[config.mk]
export PLATFORM = sky130hd
export DESIGN_NAME = irq_line_ctrl
export DESIGN_NICKNAME = d
export VERILOG_FILES = /design/src/rtl/irqc_pkg.sv /design/src/rtl/irqc_regdec.sv /design/src/rtl/irqc_bank.sv /design/src/rtl/irq_line_ctrl.sv
export SDC_FILE = /design/constraint.sdc
export NUM_CORES = 1
export LEC_CHECK = 0
export ABC_AREA = 1
export CAP_MARGIN = 20
export CORE_ASPECT_RATIO = 0.5
export CORE_UTILIZATION = 35
export DETAILED_ROUTE_END_ITERATION = 8
export HOLD_SLACK_MARGIN = 0.1
export SLEW_MARGIN = 25
export SYNTH_ARGS = -nofsm -noshare
export SYNTH_HDL_FRONTEND = slang
export SYNTH_SLANG_ARGS = --single-unit
[constraint.sdc]
create_clock -name clk -period 0.88 [get_ports clk]
set_input_delay 0.132 -clock clk [delete_from_list [all_inputs] [get_ports clk]]
set_output_delay 0.132 -clock clk [all_outputs]
set_load 0.05 [all_outputs]
[src/rtl/irqc_pkg.sv]
package irqc_pkg;

    // Register select within one bank; the value is the word offset (byte offset / 4)
    typedef enum logic [2:0] {
        SEL_IMR  = 3'd0,
        SEL_EMR  = 3'd1,
        SEL_RISE = 3'd2,
        SEL_FALL = 3'd3,
        SEL_SWT  = 3'd4,
        SEL_PND  = 3'd5
    } irqc_sel_e;

    localparam int LINES_PER_BANK   = 32;
    localparam int BANK_STRIDE_LOG2 = 5;   // 0x20 bytes per bank
    localparam int REGS_PER_BANK    = 6;

endpackage

[src/rtl/irqc_regdec.sv]
module irqc_regdec
    import irqc_pkg::*;
#(
    parameter  int ADDR_W = 10,
    parameter  int NBANKS = 2,
    localparam int BIDX_W = ADDR_W - BANK_STRIDE_LOG2
) (
    input  logic [ADDR_W-1:0] addr,
    output logic              hit,
    output logic [BIDX_W-1:0] bank,
    output irqc_sel_e         sel
);

    logic [2:0] word;

    always_comb begin
        word = addr[BANK_STRIDE_LOG2-1:2];
        bank = addr[ADDR_W-1:BANK_STRIDE_LOG2];
        sel  = irqc_sel_e'(word);
        hit  = (addr[1:0] == 2'b00)
            && (int'(word) < REGS_PER_BANK)
            && (int'(bank) < NBANKS);
    end

endmodule

[src/rtl/irqc_bank.sv]
module irqc_bank
    import irqc_pkg::*;
#(
    parameter int         W     = 32,
    parameter logic [W-1:0] DMASK = '0
) (
    input  logic         clk,
    input  logic         rst_n,
    input  logic         wr_en,
    input  irqc_sel_e    sel,
    input  logic [W-1:0] wdata,
    input  logic [W-1:0] line_in,
    output logic [W-1:0] rd_val,
    output logic [W-1:0] irq_out
);

    localparam logic [W-1:0] CFG = ~DMASK;

    typedef struct packed {
        logic [W-1:0] imr;
        logic [W-1:0] emr;
        logic [W-1:0] rise;
        logic [W-1:0] fall;
        logic [W-1:0] swt;
        logic [W-1:0] pnd;
        logic [W-1:0] lvl;   // previous input level
        logic [W-1:0] dir;   // direct-line output level
        logic [W-1:0] pls;   // configurable-line pulse
    } bank_st_t;

    localparam bank_st_t RST_ST = '{imr: DMASK, default: '0};

    bank_st_t     st_d, st_q;
    logic [W-1:0] chg, edge_hit, dir_upd, sw_hit, clr;

    always_comb begin
        st_d     = st_q;
        chg      = line_in ^ st_q.lvl;
        edge_hit = st_q.imr & CFG &
                   ((chg & line_in & st_q.rise) | (chg & ~line_in & st_q.fall));
        dir_upd  = chg & st_q.imr & DMASK;
        sw_hit   = '0;
        clr      = '0;

        st_d.lvl = line_in;
        st_d.dir = (st_q.dir & ~dir_upd) | (line_in & dir_upd);

        if (wr_en) begin
            case (sel)
                SEL_IMR:  st_d.imr  = wdata;
                SEL_EMR:  st_d.emr  = wdata;
                SEL_RISE: st_d.rise = wdata & CFG;
                SEL_FALL: st_d.fall = wdata & CFG;
                SEL_SWT: begin
                    sw_hit   = wdata & CFG & ~st_q.swt & st_q.imr & ~st_q.pnd;
                    st_d.swt = wdata & CFG;
                end
                SEL_PND: begin
                    clr      = wdata & CFG;
                    st_d.swt = st_q.swt & ~(st_q.pnd & clr);
                end
                default: ;
            endcase
        end

        // a clear in the same cycle wins over a new edge
        st_d.pnd = (st_q.pnd | edge_hit | sw_hit) & ~clr;
        st_d.pls = edge_hit | sw_hit;
    end

    always_ff @(posedge clk or negedge rst_n) begin
        if (!rst_n) st_q <= RST_ST;
        else        st_q <= st_d;
    end

    always_comb begin
        case (sel)
            SEL_IMR:  rd_val = st_q.imr;
            SEL_EMR:  rd_val = st_q.emr;
            SEL_RISE: rd_val = st_q.rise;
            SEL_FALL: rd_val = st_q.fall;
            SEL_SWT:  rd_val = st_q.swt;
            SEL_PND:  rd_val = st_q.pnd;
            default:  rd_val = '0;
        endcase
    end

    assign irq_out = (st_q.dir & DMASK) | (st_q.pls & CFG);

endmodule

[src/rtl/irq_line_ctrl.sv]
module irq_line_ctrl
    import irqc_pkg::*;
#(
    parameter  int          NUM_LINES   = 40,
    parameter  int          ADDR_W      = 10,
    parameter  logic [63:0] DIRECT_MASK = 64'h0000_0087_FF82_0000,
    localparam int          NBANKS      = (NUM_LINES + LINES_PER_BANK - 1) / LINES_PER_BANK,
    localparam int          BIDX_W      = ADDR_W - BANK_STRIDE_LOG2
) (
    input  logic                 clk,
    input  logic                 rst_n,
    input  logic                 reg_valid,
    input  logic                 reg_write,
    input  logic [ADDR_W-1:0]    reg_addr,
    input  logic [31:0]          reg_wdata,
    output logic [31:0]          reg_rdata,
    input  logic [NUM_LINES-1:0] line_in,
    output logic [NUM_LINES-1:0] irq_out
);

    typedef struct packed {
        logic [31:0] rdata;
    } top_st_t;

    top_st_t               st_d, st_q;
    logic                  hit;
    logic [BIDX_W-1:0]     bank_idx;
    irqc_sel_e             sel;
    logic [32*NBANKS-1:0]  rd_flat;
    logic [31:0]           rd_sel;
    logic                  wr_hit;

    irqc_regdec #(.ADDR_W(ADDR_W), .NBANKS(NBANKS)) u_dec (
        .addr (reg_addr),
        .hit  (hit),
        .bank (bank_idx),
        .sel  (sel)
    );

    assign wr_hit = reg_valid && reg_write && hit;

    for (genvar b = 0; b < NBANKS; b++) begin : g_bank
        localparam int LO = LINES_PER_BANK * b;
        localparam int BW = (NUM_LINES - LO > LINES_PER_BANK) ? LINES_PER_BANK
                                                              : NUM_LINES - LO;
        logic [BW-1:0] rd_raw;

        irqc_bank #(.W(BW), .DMASK(DIRECT_MASK[LO +: BW])) u_bank (
            .clk     (clk),
            .rst_n   (rst_n),
            .wr_en   (wr_hit && (bank_idx == BIDX_W'(b))),
            .sel     (sel),
            .wdata   (reg_wdata[BW-1:0]),
            .line_in (line_in[LO +: BW]),
            .rd_val  (rd_raw),
            .irq_out (irq_out[LO +: BW])
        );

        assign rd_flat[32*b +: 32] = 32'(rd_raw);
    end

    always_comb begin
        rd_sel = '0;
        for (int b = 0; b < NBANKS; b++) begin
            if (bank_idx == BIDX_W'(b)) rd_sel = rd_flat[32*b +: 32];
        end
        st_d = st_q;
        if (reg_valid && !reg_write) st_d.rdata = hit ? rd_sel : 32'h0;
    end

    always_ff @(posedge clk or negedge rst_n) begin
        if (!rst_n) st_q <= '0;
        else        st_q <= st_d;
    end

    assign reg_rdata = st_q.rdata;

endmodule

# After elaboration in Yosys (flattened, before gate mapping)

Index checks and enable logic that the tools add are counted.

Bits in registers: 354
Bits of input ports: 86
Output and inout port bits: 72
Word-level logic and storage cells: 118

Order comparisons: 2
Equal/unequal tests: 6
Multiplexer cells: 15
Bitwise gates (word level): 54
Reductions and logical operators: 22

Operators with widths:

| kind                             | count |
|---|---|
| bitwise AND 32 bit               | 9 |
| NOT 32 bit                       | 6 |
| case mux 32 bit (6 select lines) | 1 |
| 2-to-1 mux 32 bit                | 5 |
| OR 32 bit                        | 4 |
| bitwise AND 32 x 23 -> 32 bit    | 3 |
| bitwise AND 8 bit                | 9 |
| bitwise AND 23 x 32 -> 32 bit    | 2 |
| case mux 32 bit (2 select lines) | 1 |
| NOT 8 bit                        | 6 |
| case mux 8 bit (6 select lines)  | 1 |
| 2-to-1 mux 23 bit                | 2 |
| OR 32 x 23 -> 32 bit             | 1 |
| OR 8 bit                         | 4 |
| bitwise XOR 32 bit               | 1 |
| bitwise AND 8 x 7 -> 8 bit       | 3 |
| OR 23 bit                        | 1 |
| AND reduction 2 bit              | 10 |
| bitwise AND 7 x 8 -> 8 bit       | 2 |
| 2-to-1 mux 8 bit                 | 2 |
| case mux 8 bit (2 select lines)  | 1 |
| 2-to-1 mux 7 bit                 | 2 |
| OR 8 x 7 -> 8 bit                | 1 |
| bitwise XOR 8 bit                | 1 |
| other kinds (13)                 | 21 |

# Logic depth before layout (Yosys ltp)

Depth after elaboration: 8
Gate-level depth with buffers: 11
Gate-level depth less buffers: 9

# Hierarchy

From an unflattened synthesis, not the netlist that was laid out.

Cell total of the unflattened synthesis: 1776
Area total of the unflattened synthesis: 14121.0 um^2

Modules (own cells, without submodules):

| module                       | instances | cells each | area each (um^2) | seq. area each (um^2) |
|---|---|---|---|---|
| irqc_bank (g_bank[0].u_bank) | 1         | 1293       | 10093.4          | 5417.7 |
| irqc_bank (g_bank[1].u_bank) | 1         | 292        | 2381.0           | 1206.2 |
| irq_line_ctrl                | 1         | 176        | 1560.2           | 800.8 |
| irqc_regdec                  | 1         | 15         | 86.3             | 0.0 |

# Worst setup path after synthesis

Ideal clock, no wire load.

Path kind: input -> register
From: in reg_addr[6]
To: reg g_bank[0].u_bank.st_q[210] (netlist name)
Setup time: 0.130 ns
Data arrival time: 1.259 ns
Required time: 0.750 ns
Path slack: -0.510 ns
Cell stages on the path: 9
Path buffers: 1
Cell sequence: nor2_1 nand2_1 nor2_2 nand2_2 nor2_8 nand2_1 clkbuf_1 nand2_1 o21ai_0

Cells in the longest elaborated chain, start to end: 5
Elaborated cells on any way between the ends: 6
Classes of those cells: 1 x order compare; 5 x reduce/logical

RTL lines:

| what                                     | line                | RTL |
|---|---|---|
| start, declared                          | irq_line_ctrl.sv:14 | `input logic [ADDR_W-1:0] reg_addr,` |
| < comparator 5 x 2 -> 1 bit              | irqc_regdec.sv:22   | `&& (int'(bank) < NBANKS);` |
| logical AND 1 bit                        | irqc_regdec.sv:22   |  |
| logical AND 1 bit                        | irq_line_ctrl.sv:40 | `assign wr_hit = reg_valid && reg_write && hit;` |
| logical AND 1 bit (*)                    | irq_line_ctrl.sv:51 | `.wr_en (wr_hit && (bank_idx == BIDX_W'(b))),` |
| AND reduction 2 bit (no source line) (*) | --                  |  |
| end signal, assigned                     | irqc_bank.sv:73     | `else st_q <= st_d;` |
| end, declared                            | irqc_bank.sv:33     | `bank_st_t st_d, st_q;` |

Every way passes the cells marked *; elsewhere a longest branch is shown, timed or not.
A chain may end at the register's enable or synchronous reset.

# Worst setup path in the final report

From: reg st_q (netlist bit reg_rdata[18])
To: out reg_rdata[18]

RTL lines:

| what                   | line                | RTL |
|---|---|---|
| start, declared        | irq_line_ctrl.sv:25 | `top_st_t st_d, st_q;` |
| start signal, assigned | irq_line_ctrl.sv:73 | `else st_q <= st_d;` |
| end, declared          | irq_line_ctrl.sv:16 | `output logic [31:0] reg_rdata,` |

No word-level cell between the ends.

==> run_results.csv <==
group,metric,value,unit
setup_path,path_buf_inv,1,
sta,max_slew.worst_pin.slew,0.369,ns
sta,timing.hold.ws,0.105,ns
sta,finalWorstSetupSlack,-0.471,ns
flow_run,cap_violations,0,
setup_path,crit_type,"register to output pin",
sta,skew,0.0358,ns
placed_design,dp_hpwl,28600,um
logic_synthesis,syn_nets,1683,
routing,drtIter0Drc,1150,
clock_tree,clock-root-buffer,"clkbuf_16",
sta,finalSetupViolCount,329,
final_layout,multi_input_area,7140,um2
worst_hold_path,whs_endpoint,"g_bank[0].u_bank.st_q[286]",
setup_path,r2r_start,"g_bank[0].u_bank.st_q[160]",
setup_path,r2r_cells,7,
placed_design,dpl_cell_area,18100,um2
worst_hold_path,hold_class,"input port to register",
global_route,grt_pass1_vias,13300,
logic_synthesis,synth_warnings,0,
sta,grt_setup_unrepaired,"yes",
routing,drt-pass1-iter-count,5,
setup_path,cp-startpoint,"reg_rdata[18]",
setup_path,cp-start-kind,"register",
global_route,track_usage,25.0,%
routing,wl_per_cell,20.3,um
final_layout,final_cell_area,23900,um2
logic_synthesis,synth_top_area_share,52.8,%
clock_tree,clk_latency,0.61,ns
logic_synthesis,yosys.area.top_type,"dfrtp_1",
run_status,violations,"negative setup slack",
sta,finalCritPeriodShare,153,%
setup_path,timing.critical_path.fanout_max,2,
clock_tree,ctsLongestPathBuffers,3,
floorplanning,num_rows,50,
clock_tree,cts_buffers,30,
routing,vias,14000,
final_layout,n_fill_cell,2705,
logic_synthesis,async_flop_share,100,%
setup_path,crit_path_cell_trace,"buf_12",
clock_tree,cts_sinks,296,
global_route,grt_max_degree,53,
setup_path,required,0.75,ns
worst_hold_path,whs_path_depth,3,
setup_path,slowest_delay,0.45,ns
routing,wl,53700,um
global_route,antenna_found_initial,2,
setup_path,crit_arrival,1.22,ns
clock_tree,cts_tree,"built",
clock_tree,cts_max_level,1,
logic_synthesis,synthFlopType,"dfrtp_1",
final_layout,fin_nets,2216,
routing,ant_nets,0,
logic_synthesis,synth.distinct_cells,26,
floorplanning,dieArea,39000,um2
floorplanning,ios,158,
run_status,status,"finished, violations left",
logic_synthesis,ys_seq_area_share,55.6,%
sta,finalHoldViolations,0,
logic_synthesis,synth_area_per_cell,8.36,um2
global_route,overflow,0,
pwr,peakVddDrop,1.28,mV
placed_design,dp.cells,2390,
floorplanning,start_util,35.6,%
pwr,power.density,1310,nW/um2
sta,fin_crit,1.35,ns
floorplanning,core-area,37500,um2
clock_tree,clkTransAtPathRegs,0.07,ns
worst_hold_path,worstHoldStart,"reg_wdata[30]",
logic_synthesis,syn_area,13400,um2
floorplanning,die_y,140,um
global_route,grt_pass1_wl,75700,um
final_layout,finalNonFillerCells,2650,
pwr,leakage,10.7,nW
logic_synthesis,syn-instance-count,1597,
final_layout,drive_above_1_share,49.6,%
setup_path,end_kind,"output pin",
logic_synthesis,synth_edf_count,0,
sta,slew_violations,0,
logic_synthesis,synthTopCellsByArea,"dfrtp_1 (53%), nand2_1 (12%), o21ai_0 (7.8%), a21oi_1 (4.1%), inv_1 (4.0%)",
routing,post-route-drc-count,0,
setup_path,reg2reg_setup_slack,-0.30,ns
placed_design,gp_congestion,0.865,
placed_design,port_buffers,157,
final_layout,syn_to_final_growth,78.7,%
setup_path,critPathTopFamily,"flip-flops",
logic_synthesis,synthMostInstantiatedCell,"nand2_1",
setup_path,worstReg2RegEnd,"reg_rdata[0]",
routing,via_per_inst,5.29,
sta,slew_headroom,75.3,%
final_layout,regArea,7440,um2
logic_synthesis,synthTopCellsByCount,"nand2_1 (428), dfrtp_1 (282), o21ai_0 (208)",
floorplanning,dieWidth,278,um
sta,max_freq,740,MHz
logic_synthesis,ys_ff_latch,296,
final_layout,utilization,63.7,%
setup_path,crit_slowest_cell,"dfrtp_2",
worst max-delay path by stage:
| stage | slack, ns | end | cells after the start |
|---|---|---|---|
| global route | -0.48 | reg_rdata[14] | 1 |
| global placement | -1.13 | g_bank[0].u_bank.st_q[107] | 9 |
| finish | -0.47 | reg_rdata[18] | 1 |
| detailed placement | -1.18 | g_bank[0].u_bank.st_q[140] | 10 |
| floorplan | -0.42 | g_bank[0].u_bank.st_q[260] | 9 |
| CTS | -0.48 | reg_rdata[14] | 1 |
state kept, by name, indices dropped and copies added (netlist names):
name,cells
reg_rdata,32
g_bank.u_bank.st_q,264
stage by stage:
stage          TNS (ns)  power, mW  setup WS (ns)
2_1_floorplan    -77.30       14.9         -0.424
4_1_cts          -58.95       31.1         -0.480
5_1_grt          -76.08       32.2         -0.476
3_3_place_gp    -250.46       16.7          -1.13
6_report         -63.39       31.3         -0.471
3_5_place_dp    -255.72       16.7          -1.18
timing repair:
item	CTS	global route
hold buffers	40	1
setup endpoints to repair	328	331
cloned	30	6
pin swaps	133	157
endpoints found under the hold margin	334	5
setup buffers	83	55
resized for setup	398	406
where the power goes:
group          internal (mW)  total [mW]  switching [mW]
logic                   1.43        3.14            1.72
registers               13.8        14.0           0.168
clock network           8.15        14.2            6.08
routing by layer:
| metal | GRT usage, % | wire length [um] | vias to the layer above |
|---|---|---|---|
| met5 | 0 | 0 | - |
| met4 | 7.21 | 2280 | 0 |
| met3 | 3.54 | 3730 | 188 |
| met2 | 42.4 | 26200 | 556 |
| met1 | 33.3 | 21500 | 6930 |
| li1 | - | - | 6334 |
cell usage in the layout (no fill, tap or decap), types with 9 or more instances in the layout:
master	Yosys	routed
o31ai_2	0	11
nand3_2	0	22
nand2_1	428	272
nor4_2	0	12
a21oi_2	0	44
o21ai_2	0	135
nand2_8	0	16
inv_1	143	93
nor2_4	1	18
dfrtp_2	0	9
dfstp_2	14	14
buf_16	0	24
nand2_2	4	95
inv_2	3	50
nand2_4	0	56
buf_4	42	294
o21ai_1	45	85
a21oi_1	110	65
dlygate4sd3_1	0	40
a22o_1	10	10
buf_12	0	125
o21ai_0	208	29
nand4_1	14	14
nor2_1	89	61
dfrtp_1	282	273
clkdlybuf4s50_1	0	72
clkbuf_16	0	33
buf_6	0	29
nor4_4	0	14
nand3_1	79	53
nor2_2	6	17
kinds of logic after synthesis:
kind of cell	Yosys count	synth area share (%)
AOI/OAI and AO/OA	396	15.5
buffers and inverters	252	8.51
DFF	296	55.6
and+or+nand+nor	653	20.4
cell type report:
cell class	count	area share, %
inverters	147	2.38
well taps	494	2.59
repair buffers	599	29.4
clock inverters	19	1.14
diodes	2	0.0210
clock buffers	37	3.42
multi-input cells	1056	29.9
flip-flops and latches	296	31.2
Power figures use the tool's default switching activity.
